$ cat src/rtl/fw_remap_pkg.sv
package fw_remap_pkg;
   // register select taken from byte offset bits [3:2]
   typedef enum logic [1:0] {
      SEL_ENABLE = 2'd0,
      SEL_MODE   = 2'd1,
      SEL_XLAT   = 2'd2,
      SEL_MASK   = 2'd3
   } cfg_sel_e;
endpackage

$ cat src/rtl/remap_cfg_regs.sv
module remap_cfg_regs
   import fw_remap_pkg::*;
#(
   parameter int SEG_W     = 16,
   parameter int EN_BIT_A  = 8,
   parameter int EN_BIT_B  = 10,
   parameter int MODE_BIT  = 17,
   parameter int MISS_BIT  = 0
) (
   input  logic                 clk,
   input  logic                 rst_n,
   input  logic                 cfg_we,
   input  cfg_sel_e             cfg_sel,
   input  logic [2*SEG_W-1:0]   cfg_wdata,
   output logic [2*SEG_W-1:0]   cfg_rdata,
   input  logic                 miss_evt,
   output logic                 access_en,
   output logic                 mode_sel,
   output logic                 miss_flag,
   output logic [SEG_W-1:0]     local_base,
   output logic [SEG_W-1:0]     host_base,
   output logic [SEG_W-1:0]     repl_mask,
   output logic [SEG_W-1:0]     keep_mask
);
   localparam int DW = 2*SEG_W;

   logic [DW-1:0] enable_q, xlat_q, mask_q;
   logic          mode_q, miss_q;

   always_ff @(posedge clk) begin
      if (!rst_n) begin
         enable_q <= '0;
         xlat_q   <= '0;
         mask_q   <= '0;
         mode_q   <= 1'b0;
         miss_q   <= 1'b0;
      end else begin
         if (cfg_we) begin
            unique case (cfg_sel)
               SEL_ENABLE: enable_q <= cfg_wdata;
               SEL_MODE:   mode_q   <= cfg_wdata[MODE_BIT];
               SEL_XLAT:   xlat_q   <= cfg_wdata;
               SEL_MASK:   mask_q   <= cfg_wdata;
            endcase
         end
         // hardware set has priority over the software clear
         if (miss_evt)
            miss_q <= 1'b1;
         else if (cfg_we && cfg_sel == SEL_MODE && cfg_wdata[MISS_BIT])
            miss_q <= 1'b0;
      end
   end

   always_comb begin
      cfg_rdata = '0;
      unique case (cfg_sel)
         SEL_ENABLE: cfg_rdata = enable_q;
         SEL_MODE: begin
            cfg_rdata[MODE_BIT] = mode_q;
            cfg_rdata[MISS_BIT] = miss_q;
         end
         SEL_XLAT:   cfg_rdata = xlat_q;
         SEL_MASK:   cfg_rdata = mask_q;
      endcase
   end

   assign access_en  = enable_q[EN_BIT_A] & enable_q[EN_BIT_B];
   assign mode_sel   = mode_q;
   assign miss_flag  = miss_q;
   assign local_base = xlat_q[DW-1:SEG_W];
   assign host_base  = xlat_q[SEG_W-1:0];
   assign repl_mask  = mask_q[DW-1:SEG_W];
   assign keep_mask  = mask_q[SEG_W-1:0];
endmodule

$ cat src/rtl/remap_xlate.sv
module remap_xlate #(
   parameter int SEG_W = 16
) (
   input  logic                 clk,
   input  logic                 rst_n,
   input  logic                 req,
   input  logic                 req_we,
   input  logic [2*SEG_W-1:0]   req_addr,
   input  logic                 access_en,
   input  logic [SEG_W-1:0]     local_base,
   input  logic [SEG_W-1:0]     host_base,
   input  logic [SEG_W-1:0]     repl_mask,
   input  logic [SEG_W-1:0]     keep_mask,
   output logic                 miss_evt,
   output logic                 fwd_valid,
   output logic [2*SEG_W-1:0]   fwd_addr,
   output logic                 fwd_we,
   output logic                 miss_pulse
);
   localparam int DW = 2*SEG_W;

   logic [SEG_W-1:0] req_hi, merged_hi, diff_bits;
   logic             hit, take;

   assign req_hi = req_addr[DW-1:SEG_W];

   // per-bit merge and compare
   for (genvar b = 0; b < SEG_W; b++) begin : g_bit
      assign merged_hi[b] = (local_base[b] & repl_mask[b]) | (req_hi[b] & keep_mask[b]);
      assign diff_bits[b] = ~keep_mask[b] & (req_hi[b] ^ host_base[b]);
   end

   assign hit      = ~|diff_bits;
   assign take     = req & hit & access_en;
   assign miss_evt = req & ~(hit & access_en);

   always_ff @(posedge clk) begin
      if (!rst_n) begin
         fwd_valid  <= 1'b0;
         miss_pulse <= 1'b0;
         fwd_addr   <= '0;
         fwd_we     <= 1'b0;
      end else begin
         fwd_valid  <= take;
         miss_pulse <= miss_evt;
         if (take) begin
            fwd_addr <= {merged_hi, req_addr[SEG_W-1:0]};
            fwd_we   <= req_we;
         end
      end
   end
endmodule

$ cat src/rtl/fw_remap_window.sv
module fw_remap_window
   import fw_remap_pkg::*;
#(
   parameter int SEG_W    = 16,
   parameter int CFG_AW   = 4,
   parameter int EN_BIT_A = 8,
   parameter int EN_BIT_B = 10,
   parameter int MODE_BIT = 17,
   parameter int MISS_BIT = 0
) (
   input  logic                clk,
   input  logic                rst_n,
   input  logic                cfg_we,
   input  logic [CFG_AW-1:0]   cfg_addr,
   input  logic [2*SEG_W-1:0]  cfg_wdata,
   output logic [2*SEG_W-1:0]  cfg_rdata,
   input  logic                host_req,
   input  logic                host_we,
   input  logic [2*SEG_W-1:0]  host_addr,
   output logic                fwd_valid,
   output logic [2*SEG_W-1:0]  fwd_addr,
   output logic                fwd_we,
   output logic                miss_pulse,
   output logic                mode_sel
);
   localparam int DW = 2*SEG_W;

   if (CFG_AW < 4) begin : g_bad_aw
      $error("CFG_AW must cover four word registers");
   end
   if (EN_BIT_A == EN_BIT_B || EN_BIT_A >= DW || EN_BIT_B >= DW) begin : g_bad_en
      $error("enable bits must be distinct and inside the word");
   end
   if (MODE_BIT >= DW || MISS_BIT >= DW || MODE_BIT == MISS_BIT) begin : g_bad_mode
      $error("mode and status bits must be distinct and inside the word");
   end

   cfg_sel_e         cfg_sel;
   logic             access_en, miss_flag, miss_evt;
   logic [SEG_W-1:0] local_base, host_base, repl_mask, keep_mask;

   assign cfg_sel = cfg_sel_e'(cfg_addr[3:2]);

   remap_cfg_regs #(
      .SEG_W(SEG_W), .EN_BIT_A(EN_BIT_A), .EN_BIT_B(EN_BIT_B),
      .MODE_BIT(MODE_BIT), .MISS_BIT(MISS_BIT)
   ) u_regs (
      .clk(clk), .rst_n(rst_n),
      .cfg_we(cfg_we), .cfg_sel(cfg_sel), .cfg_wdata(cfg_wdata), .cfg_rdata(cfg_rdata),
      .miss_evt(miss_evt), .access_en(access_en), .mode_sel(mode_sel), .miss_flag(miss_flag),
      .local_base(local_base), .host_base(host_base),
      .repl_mask(repl_mask), .keep_mask(keep_mask)
   );

   remap_xlate #(.SEG_W(SEG_W)) u_xlate (
      .clk(clk), .rst_n(rst_n),
      .req(host_req), .req_we(host_we), .req_addr(host_addr),
      .access_en(access_en),
      .local_base(local_base), .host_base(host_base),
      .repl_mask(repl_mask), .keep_mask(keep_mask),
      .miss_evt(miss_evt),
      .fwd_valid(fwd_valid), .fwd_addr(fwd_addr), .fwd_we(fwd_we),
      .miss_pulse(miss_pulse)
   );
endmodule

$ cat config.mk
export PLATFORM = sky130hd
export DESIGN_NAME = fw_remap_window
export DESIGN_NICKNAME = d
export VERILOG_FILES = /design/src/rtl/fw_remap_pkg.sv /design/src/rtl/remap_cfg_regs.sv /design/src/rtl/remap_xlate.sv /design/src/rtl/fw_remap_window.sv
export SDC_FILE = /design/constraint.sdc
export NUM_CORES = 1
export LEC_CHECK = 0
export BUFFER_PORTS_ARGS = -buffer_cell sky130_fd_sc_hd__buf_2
export CORE_ASPECT_RATIO = 0.8
export CORE_MARGIN = 5
export CORE_UTILIZATION = 45
export DETAILED_ROUTE_END_ITERATION = 10
export GPL_TIMING_DRIVEN = 0
export PLACE_DENSITY = 0.69
export SLEW_MARGIN = 20
export SYNTH_ARGS = -nofsm -noshare
export SYNTH_HDL_FRONTEND = slang
export SYNTH_SLANG_ARGS = --single-unit
$ cat constraint.sdc
create_clock -name clk -period 3.2 [get_ports clk]
set_input_delay 0.32 -clock clk [delete_from_list [all_inputs] [get_ports clk]]
set_output_delay 0.32 -clock clk [all_outputs]
set_load 0.01 [all_outputs]
; Word-level counts from Yosys, hierarchy flattened
; Cells that the tools add are included.
[op_classes]
eq_ne = 3
n_mux = 6
n_bitwise = 102
reduce_logical = 10
[op_table]
columns = cell, count
row1 = 1-bit AND, 53
row2 = 16-bit one-hot mux with 3 select lines, 1
row3 = 14-bit one-hot mux with 3 select lines, 1
row4 = 1-bit inverter, 17
row5 = 1-bit OR, 16
row6 = 16-bit OR reduction, 1
row7 = 1-bit XOR, 16
row8 = 1-bit one-hot mux with 4 select lines, 2
row9 = 2-bit AND reduction, 4
row10 = "2-bit == test, second input constant", 2
row11 = "2-bit by 1-bit == test with 1-bit output, second input constant", 1
row12 = 1-bit logical AND, 2
row13 = 2-bit logical NOT, 1
row14 = 1-bit 2-to-1 mux, 2
row15 = 2-bit nonzero test, 1
row16 = 1-bit logical NOT, 1
[word_totals]
register_bits = 133
inputBits = 73
wordCells = 130

; Longest topological paths before layout
; Gate-level depths: netlist of run 1.
[depth]
word_depth = 8
depth_mapped = 7
mapped_depth_nobuf = 5

; Hierarchy
; From an unflattened synthesis of run 1, not the netlist that was laid out.
[unflattened]
hier_cells = 625
hier_area_um2 = 6327.3
[by_module_without_submodules]
columns = module, n_inst, cells_per_inst, area_each_um2, seq_area_each_um2
row1 = remap_cfg_regs, 1, 430, 4526.8, 1961.9
row2 = remap_xlate, 1, 195, 1800.5, 700.7

; Least setup slack after synthesis of run 1
; No wires, ideal clock.
[synth_timing]
path_type = register to register
from = register u_regs.xlat_q[3]
to = register u_xlate.fwd_addr[0]
arrival_ns = 1.417
setup_slack_ns = 1.664
stages_incl_launch_ff = 7
path_buffers = 1
period_less_slack_ns = 1.536
cell_sequence = dfxtp_1 > xnor2_1 > o211ai_1 > nor4b_2 > nand4_4 > buf_6 > mux2i_1
[synth_via]
elab_chain_len = 6
[synth_lines]
columns = element, line
row1 = start: declaration, remap_cfg_regs.sv:27  ; logic [DW-1:0] enable_q, xlat_q, mask_q;
row2 = start signal: assignment, remap_cfg_regs.sv:42  ; SEL_XLAT: xlat_q <= cfg_wdata;
row3 = 1-bit XOR, remap_xlate.sv:30  ; assign diff_bits[b] = ~keep_mask[b] & (req_hi[b] ^ host_base[b]);
row4 = 1-bit AND, remap_xlate.sv:30
row5 = 16-bit OR reduction, remap_xlate.sv:33  ; assign hit = ~|diff_bits;
row6 = 1-bit logical NOT, remap_xlate.sv:33
row7 = 1-bit AND (2 in series), remap_xlate.sv:34  ; assign take = req & hit & access_en;
row8 = end signal: assignment, remap_xlate.sv:47  ; fwd_addr <= {merged_hi, req_addr[SEG_W-1:0]};
row9 = end: declaration, remap_xlate.sv:16  ; output logic [2*SEG_W-1:0] fwd_addr,
; Every way passes these cells.
; A chain may end at the register's enable or synchronous reset.

; Final worst setup path of run 1
[layout_timing]
from = input port cfg_addr[2]
to = output port cfg_rdata[29]
[layout_via]
elab_chain_len = 2
word_cells_on_any_way = 4
[layout_lines]
columns = element, line
row1 = start: declaration, fw_remap_window.sv:14  ; input logic [CFG_AW-1:0] cfg_addr,
row2 = 2-bit == test or 2-bit logical NOT (tied branches), remap_cfg_regs.sv:56  ; unique case (cfg_sel)
row3 = 14-bit one-hot mux with 3 select lines *, remap_cfg_regs.sv:56
row4 = end: declaration, fw_remap_window.sv:16  ; output logic [2*SEG_W-1:0] cfg_rdata,
; Mark *: on every way between the ends. The rest lies on a longest branch, timed or not.

==> results of run 1 <==
[where the power goes]
group | internal [mW] | switching, mW | total [mW]
clock network | 1.33 | 0.783 | 2.12
registers | 1.70 | 0.0358 | 1.73
logic | 0.132 | 0.207 | 0.339
[critical path: cells and delay by family]
kind,cells,cell delay [ns]
buffers and inverters,4,1.03
AO/OA/AOI/OAI,1,0.17
AND/OR/NAND/NOR,2,0.22
[cell usage in the layout, fill, tap and decap left out]
cell type,count
nand2_1,291
buf_2,142
dfxtp_1,133
a21boi_0,96
mux2i_1,64
clkbuf_1,45
o21ai_0,30
clkbuf_16,17
xnor2_1,16
a22o_1,16
o22ai_1,7
nor2_1,6
bufinv_16,4
buf_6,3
clkinvlp_4,3
clkinv_4,3
inv_6,3
mux4_2,2
nor2b_1,2
and2_1,1
o211ai_1,1
nor4b_2,1
nand4_4,1
and3_1,1
or2_2,1
nor3b_1,1
or3b_2,1
nor3_1,1
nand4_1,1
buf_1,1
inv_1,1
nand3b_1,1
o211a_1,1
a31o_2,1
clkinv_2,1
clkbuf_8,1
[metrics by stage]
stage | cell area, um2 | util, % | setup slack (ns) | total power [mW]
after floorplan | 6020 | - | 1.66 | 1.94
after global placement | 6930 | 53.2 | 1.07 | 2.10
after detailed placement | 6930 | 53.2 | 1.06 | 2.10
after CTS | 7570 | 58.2 | 1.20 | 4.20
after global routing | 7570 | 58.2 | 1.03 | 4.32
final | 7570 | 58.2 | 1.14 | 4.19
[cell usage after synthesis]
library cell  instances
buf_1                 1
a31o_2                1
o211ai_1              1
nor2_1                6
or2_2                 1
buf_6                 3
mux4_2                2
inv_1                 1
and2_1                1
dfxtp_1             133
or3b_2                1
xnor2_1              16
o21ai_0              30
nor2b_1               2
mux2i_1              64
nand2_1             291
nor3_1                1
nor3b_1               1
nor4b_2               1
nand4_1               1
a22o_1               16
clkbuf_1             45
nand3b_1              1
and3_1                1
a21boi_0             96
o211a_1               1
o22ai_1               7
nand4_4               1
buf_2                 5
[registers in the layout (all words and copies together) (netlist names)]
signal              cells
u_regs.miss_flag        1
u_xlate.fwd_valid       1
u_xlate.fwd_addr       32
u_regs.mode_sel         1
u_xlate.fwd_we          1
u_xlate.miss_pulse      1
u_regs.mask_q          32
u_regs.xlat_q          32
u_regs.enable_q        32
[cell families after synthesis]
family	Yosys count	synth area share [%]
simple gates	309	20.2
xor+xnor	16	2.33
flops	133	44.2
buf+inv	55	3.91
mux	66	11.4
compound gates	152	18.0
[metal layers]
layer / part of all wire, % / GRT usage [%] / vias up
met1: 48 / 35.4 / 2623
met3: 8.8 / 6.04 / 22
met2: 42 / 35.0 / 235
met5: 0 / 0 / -
met4: 1.5 / 7.11 / 0
li1: - / - / 2739
[area by class of cell]
class	instances	area (um2)	area share, %
multi-input cells	543	3120	41.3
flip-flops and latches	133	2660	35.2
repair buffers	137	686	9.06
clock buffers	18	439	5.80
plain buffers	54	231	3.06
well taps	175	219	2.89
clock inverters	14	200	2.65
inverters	1	3.75	0.0496
[worst max-delay path by stage]
stage                                  startpoint  slack [ns]                               end
floorplan           u_regs.xlat_q[3]$_SDFFE_PN0P_        1.66  u_xlate.fwd_addr[0]$_SDFFE_PN0P_
global placement                      cfg_addr[2]        1.07  u_regs.enable_q[22]$_SDFFE_PN0P_
detailed placement                    cfg_addr[2]        1.06  u_regs.enable_q[22]$_SDFFE_PN0P_
CTS                                   cfg_addr[2]        1.20                     cfg_rdata[30]
global route                          cfg_addr[2]        1.03                     cfg_rdata[30]
finish                                cfg_addr[2]        1.14                     cfg_rdata[29]
==> results.ini, run 1 <==
[global_routing]
grt_pass1_vias = 5456
grt_pass1_wl_um = 30000
grt-ovfl-total = 0
gr-usage-all-layers_pct = 24.1
antenna_found_initial = 1
grt_max_degree = 17

[synthesis]
synth-seq-area-share_pct = 44.2
syn_area_um2 = 6020
syn_avg_cell_area_um2 = 8.24
synth_cell_type_count = 29
ys_seq_elements = 133
synth_cells = 731
synth_top_cell_by_area = dfxtp_1
yosys.area.top_type_share_pct = 44.2
yosys_warnings = 0
syn-num-nets = 804
synthTopCellsByArea = dfxtp_1, nand2_1, a21boi_0

[floorplan]
dieArea_um2 = 15800
io_pins = 141
die_height_um = 113
start_util_pct = 46.3
fp-row-count = 37
core_um2 = 13000
die_x_um = 139

[timing]
fmax_ghz = 0.485
tightest_slew_ns = 0.821
finalSetupViolations = 0
whs_ns = 0.137
finalSetupTns_ns = 0
final.setup_skew_ns = 0.00891
finalCriticalPeriod_ns = 2.06
post-route-period-util_pct = 64.5
hold_viol = 0
rsz0062_at_grt = no
drv_slew = 0
slew_headroom_pct = 45.2

[drt]
totalWireLength_um = 19000
wl_per_cell_um = 17.7
drt_iter0_drc = 511
firstDrtPassIters = 5
viasPerCell = 5.23
vias = 5619
drc_errors = 0
ant_nets = 0

[placed_design]
dp_hpwl_um = 13800
gp_congestion = 0.900
portBuffers = 137
dp.cells = 1043

[worst_hold_path]
hold_path.class = in -> reg
whs_endpoint = u_xlate.fwd_we$_SDFFE_PN0P_
hold_path_depth = 3
holdCritStartpoint = host_we

[pwr]
power.density_nw_per_um2 = 554
peakVddDrop_v = 0.000440
leakagePower_nw = 3.24

[cts]
cts_resized = 0
cts_tree = built
numClockSinks = 133
cts_root_buf = clkbuf_16
h-tree-depth = 4
cts.hold.buffers_added = 0
max-clock-path-buffers = 2
cts.clk_slew.worst_paths_ns = 0.06
insertion_delay_ns = 0.42
cts_setup_buffers = 0
cts_buffers = 17

[worst_setup_path]
r2r_cells = 6
crit_fanout = 10
required_ns = 2.88
rr_startpoint = u_regs.xlat_q[3]$_SDFFE_PN0P_
slowest_stage = clkbuf_1
crit_chain = buf_2 -> and2_1 -> clkbuf_1 -> clkbuf_1 -> nand2_1 -> o21ai_0 -> buf_2
rr_endpoint = u_xlate.fwd_addr[17]$_SDFFE_PN0P_
r2r_slack_ns = 1.37
end_kind = output port
startpoint_type = input pin
worstPathArrival_ns = 1.74
max_stage_delay_ns = 0.55
critPathKind = in -> out

[run_status]
status = completed

[finish]
drive_gt1_share_pct = 20.4
synthToLayoutAreaGrowth_pct = 25.6
fillers = 1225
antenna_cells = 0
final_nets = 960
fin_cells = 1075

[flow_run]
cap_violations = 0

(Power assumes the default switching activity.)
==> inputs of run 2 (changes only) <==
--- a/config.mk
+++ b/config.mk
@@ -11,7 +11,7 @@
 export CORE_UTILIZATION = 45
 export DETAILED_ROUTE_END_ITERATION = 10
 export GPL_TIMING_DRIVEN = 0
-export PLACE_DENSITY = 0.69
+export PLACE_DENSITY = 0.71
 export SLEW_MARGIN = 20
 export SYNTH_ARGS = -nofsm -noshare
 export SYNTH_HDL_FRONTEND = slang
==> constraint.sdc (replaced) <==
create_clock -name clk -period 1.8 [get_ports clk]
set_input_delay 0.18 -clock clk [delete_from_list [all_inputs] [get_ports clk]]
set_output_delay 0.18 -clock clk [all_outputs]
set_load 0.01 [all_outputs]
==> results.ini, run 2 (same netlist as run 1, synthesis figures left out) <==
[timing]
post-route-period-util_pct = 97.0
hold_viol = 0
finalCriticalPeriod_ns = 1.75
finalSetupViolations = 0
fmax_ghz = 0.573
rsz0062_at_grt = yes
tightest_slew_ns = 0.726
final.setup_skew_ns = 0.00805
timing.final.ws_setup_ns = 0.0546
drv_slew = 0
slew_headroom_pct = 51.5

[finish]
final_nets = 965
synthToLayoutAreaGrowth_pct = 25.9
layout_common_cells = nand2_1, buf_2, dfxtp_1, a21boi_0, mux2i_1
fin_area_um2 = 7580
layout.cells.most_common = nand2_1
fillers = 1213
drive_gt1_share_pct = 20.4

[floorplan]
start_util_pct = 46.3
dieArea_um2 = 15800
die_x_um = 139
die_height_um = 113
fp-row-count = 37
io_pins = 141
core_um2 = 13000

[drt]
viasPerCell = 5.33
vias = 5767
drt_iter0_drc = 492
firstDrtPassIters = 5
ant_nets = 0
drc_errors = 0
totalWireLength_um = 19100
wl_per_cell_um = 17.7

[placed_design]
portBuffers = 137
gp_congestion = 0.889
postPlaceCellArea_um2 = 6930
dp_hpwl_um = 13900
preCtsSetupSlack_ns = -0.158

[worst_setup_path]
worstPathArrival_ns = 2.08
end_kind = flip-flop
required_ns = 2.14
crit_fanout = 10
critPathKind = reg -> reg
startpoint_type = flip-flop

[cts]
max-clock-path-buffers = 2
cts_root_buf = clkbuf_16
h-tree-depth = 4
cts.clk_slew.worst_paths_ns = 0.06
cts_tree = built
numClockSinks = 133
insertion_delay_ns = 0.42
cts_buffers = 17

[pwr]
leakagePower_nw = 3.25
switchingPower_mw = 1.72
p_sw_share_pct = 23.9
combPwrFrac_pct = 8.5
p_int_mw = 5.46
peakVddDrop_v = 0.000707
seqPwrFrac_pct = 43.0
power.density_nw_per_um2 = 947
p_clk_share_pct = 48.5

[global_routing]
grt_pass1_wl_um = 29400
gr-usage-all-layers_pct = 23.6
grt-ovfl-total = 0
grt_pass1_vias = 5318
antenna_found_initial = 2
grt_max_degree = 17

[run_status]
status = completed

[flow_run]
cap_violations = 0

[worst_hold_path]
hold_path.class = in -> reg

run 2: power groups by stage:
stage,clock network (mW),registers [mW],logic [mW]
floorplan,0,3.12,0.333
global placement,0,3.14,0.589
detailed placement,0,3.14,0.594
CTS,3.50,3.08,0.602
global route,3.63,3.09,0.667
finish,3.48,3.09,0.613
run 2: final cells by class:
class / instances / area [um2] / share of cell area [%]
well taps: 175 / 219 / 2.89
inverters: 1 / 3.75 / 0.0495
plain buffers: 54 / 243 / 3.20
clock inverters: 10 / 130 / 1.72
clock buffers: 22 / 454 / 5.99
repair buffers: 142 / 733 / 9.67
multi-input cells: 543 / 3130 / 41.3
flip-flops and latches: 133 / 2670 / 35.1
diodes: 1 / 2.50 / 0.0330
run 2: final timing paths:
check	slack, ns	start	end	cells after the start
worst max-delay path	0.05	u_regs.xlat_q[3]$_SDFFE_PN0P_	u_xlate.fwd_addr[10]$_SDFFE_PN0P_	6
worst min-delay path	0.004	host_addr[4]	u_xlate.fwd_addr[4]$_SDFFE_PN0P_	3
worst max register to register	0.05	u_regs.xlat_q[3]$_SDFFE_PN0P_	u_xlate.fwd_addr[10]$_SDFFE_PN0P_	6
worst min register to register	0.45	u_xlate.fwd_addr[4]$_SDFFE_PN0P_	u_xlate.fwd_addr[4]$_SDFFE_PN0P_	2
run 2: worst max-delay path, cell delays in order (launching register included):
cell and delay (ns):
dfxtp_2 0.34, xnor2_2 0.16, o211ai_1 0.16, nor4b_2 0.38
nand4_4 0.23, buf_8 0.22, mux2i_1 0.17
run 2: metal layers:
layer | track usage [%] | vias to the layer above | wire [um]
li1 | - | 2757 | -
met1 | 33.4 | 2664 | 8650
met2 | 35.5 | 302 | 8170
met3 | 6.33 | 40 | 1950
met4 | 6.32 | 4 | 297
met5 | 0 | - | 22
run 2: per-stage QoR:
step                      utilization (%)  instances  hold slack (ns)  power (mW)  TNS, ns
after floorplan                         -        731            0.317        3.46        0
after global placement               53.2       1043            0.428        3.73    -3.66
after detailed placement             53.2       1043            0.428        3.74    -3.50
after CTS                            58.0       1079         0.000232        7.19        0
after global routing                 58.3       1080          0.00309        7.39  -0.0435
final                                58.3       1081          0.00418        7.18        0
run 2: repair_timing:
action,4_1_cts,5_1_grt
resized for setup,0,8
gates cloned,0,0
setup buffers,1,0
setup endpoints to repair,24,37
hold endpoints to repair,3,1
hold buffers,3,1
pin swaps,2,2
==> inputs of run 3 (changes only) <==
--- a/config.mk
+++ b/config.mk
@@ -6,12 +6,13 @@
 export NUM_CORES = 1
 export LEC_CHECK = 0
 export BUFFER_PORTS_ARGS = -buffer_cell sky130_fd_sc_hd__buf_2
-export CORE_ASPECT_RATIO = 0.8
+export CAP_MARGIN = 20
+export CORE_ASPECT_RATIO = 1.2
 export CORE_MARGIN = 5
 export CORE_UTILIZATION = 45
 export DETAILED_ROUTE_END_ITERATION = 10
 export GPL_TIMING_DRIVEN = 0
-export PLACE_DENSITY = 0.71
+export PLACE_DENSITY_LB_ADDON = 0.3
 export SLEW_MARGIN = 20
 export SYNTH_ARGS = -nofsm -noshare
 export SYNTH_HDL_FRONTEND = slang
==> results.ini, run 3 (same netlist as run 1, synthesis figures left out) <==
[run_status]
status = completed

[global_routing]
gr-usage-all-layers_pct = 24.1
antenna_found_initial = 0
grt_pass1_vias = 5546
grt_pass1_wl_um = 28900
grt-ovfl-total = 0
grt_max_degree = 17

[placed_design]
gp_congestion = 0.869
dp_hpwl_um = 13900
preCtsSetupSlack_ns = -0.105
portBuffers = 137
dp.cells = 1036
postPlaceCellArea_um2 = 6920

[timing]
finalSetupTns_ns = 0
finalCriticalPeriod_ns = 1.76
timing.final.ws_setup_ns = 0.0377
drv_slew = 0
slew_headroom_pct = 57.0
hold_viol = 0
rsz0062_at_grt = yes
final.setup_skew_ns = 0.00914
post-route-period-util_pct = 97.9
finalSetupViolations = 0
whs_ns = 0.0108
tightest_slew_ns = 0.643
fmax_ghz = 0.567

[finish]
multi_input_area_um2 = 3180
fin_util_pct = 57.5
seqCellArea_um2 = 2670
drive_gt1_share_pct = 20.7
fin_cells = 1070
layout.cells.most_common = nand2_1
synthToLayoutAreaGrowth_pct = 25.8
final_nets = 963
layout_common_cells = nand2_1, buf_2, dfxtp_1, a21boi_0, mux2i_1
fillers = 1248
fin_area_um2 = 7570
antenna_cells = 0

[cts]
cts_root_buf = clkbuf_16
numClockSinks = 133
cts_buffers = 17
insertion_delay_ns = 0.42
h-tree-depth = 4
cts.clk_slew.worst_paths_ns = 0.05
cts_tree = built
max-clock-path-buffers = 2

[worst_setup_path]
cp_top_family = simple AND/OR/NAND/NOR gates
slowest_stage = nor4b_4
crit_fanout = 5
r2r_slack_ns = 0.04
max_stage_delay_ns = 0.36
startpoint_type = flip-flop
end_kind = flip-flop
critPathKind = reg -> reg
crit_chain = xnor2_2 -> o22ai_4 -> nor4b_4 -> nand4_4 -> buf_12 -> mux2i_2
worstPathArrival_ns = 2.06
critPathBufInv = 1
required_ns = 2.10

[drt]
drc_errors = 0
ant_nets = 0
wl_per_cell_um = 17.6
viasPerCell = 5.26
vias = 5632
drt_iter0_drc = 392
firstDrtPassIters = 5
totalWireLength_um = 18800

[floorplan]
die_height_um = 137
core_um2 = 13200
die_x_um = 116
fp-row-count = 46
start_util_pct = 45.7
io_pins = 141
dieArea_um2 = 15800

[flow_run]
cap_violations = 0

[pwr]
leakagePower_nw = 3.25
peakVddDrop_v = 0.000673
power.density_nw_per_um2 = 902
total_power_mw = 6.83

[worst_hold_path]
hold_path.class = in -> reg

[run 3: cell types whose count changed in the layout (fill, tap and decap cells not counted), sizes merged]
cell / change
buf: +1
bufinv: -3
clkbuf: +5
clkinv: -1
clkinvlp: -2
diode: -1
dlygate4sd3: -3
[run 3: what timing repair did]
item                       CTS  global route
pin swaps                    2             4
hold endpoints to repair     1             0
hold buffers                 1             0
gates resized for setup      7            11
setup endpoints to repair   30            33
cloned                       1             0
buffers inserted             1             0
[run 3: worst paths after layout]
kind | from | to | cells past startpoint
hold / removal | host_addr[2] | u_xlate.fwd_addr[2]$_SDFFE_PN0P_ | 3
setup / recovery | u_regs.xlat_q[9]$_SDFFE_PN0P_ | u_xlate.fwd_we$_SDFFE_PN0P_ | 6
setup reg to reg | u_regs.xlat_q[9]$_SDFFE_PN0P_ | u_xlate.fwd_we$_SDFFE_PN0P_ | 6
hold reg to reg | u_xlate.fwd_addr[13]$_SDFFE_PN0P_ | u_xlate.fwd_addr[13]$_SDFFE_PN0P_ | 2
[run 3: cell type report]
class                           count  share of cell area [%]
Tap cell                          168                    2.78
Clock buffer                       27                    6.77
Multi-Input combinational cell    543                    41.9
Timing Repair Buffer              140                    9.62
Inverter                            1                  0.0496
Sequential cell                   133                    35.2
Buffer                             54                    3.34
Clock inverter                      4                   0.264
[run 3: worst reg2reg max path, cell delays in order (launching register included)]
cell and delay, ns:
dfxtp_2 0.35, xnor2_2 0.21, o22ai_4 0.12, nor4b_4 0.36, nand4_4 0.25, buf_12 0.22
mux2i_2 0.14
[run 3: where the power goes]
group	internal [mW]	switching, mW	leakage [nW]
registers	3.02	0.0662	1.08
logic	0.244	0.370	1.90
clock network	1.93	1.21	0.267
[run 3: metal layers]
| metal | wire length [um] | track usage [%] | up-vias | part of all wire (%) |
|---|---|---|---|---|
| met5 | 0 | 0 | - | 0 |
| met4 | 339 | 8.94 | 0 | 1.8 |
| met3 | 1140 | 4.51 | 25 | 6.1 |
| met2 | 9340 | 41.3 | 208 | 50 |
| met1 | 7970 | 29.9 | 2648 | 42 |
| li1 | - | - | 2751 | - |
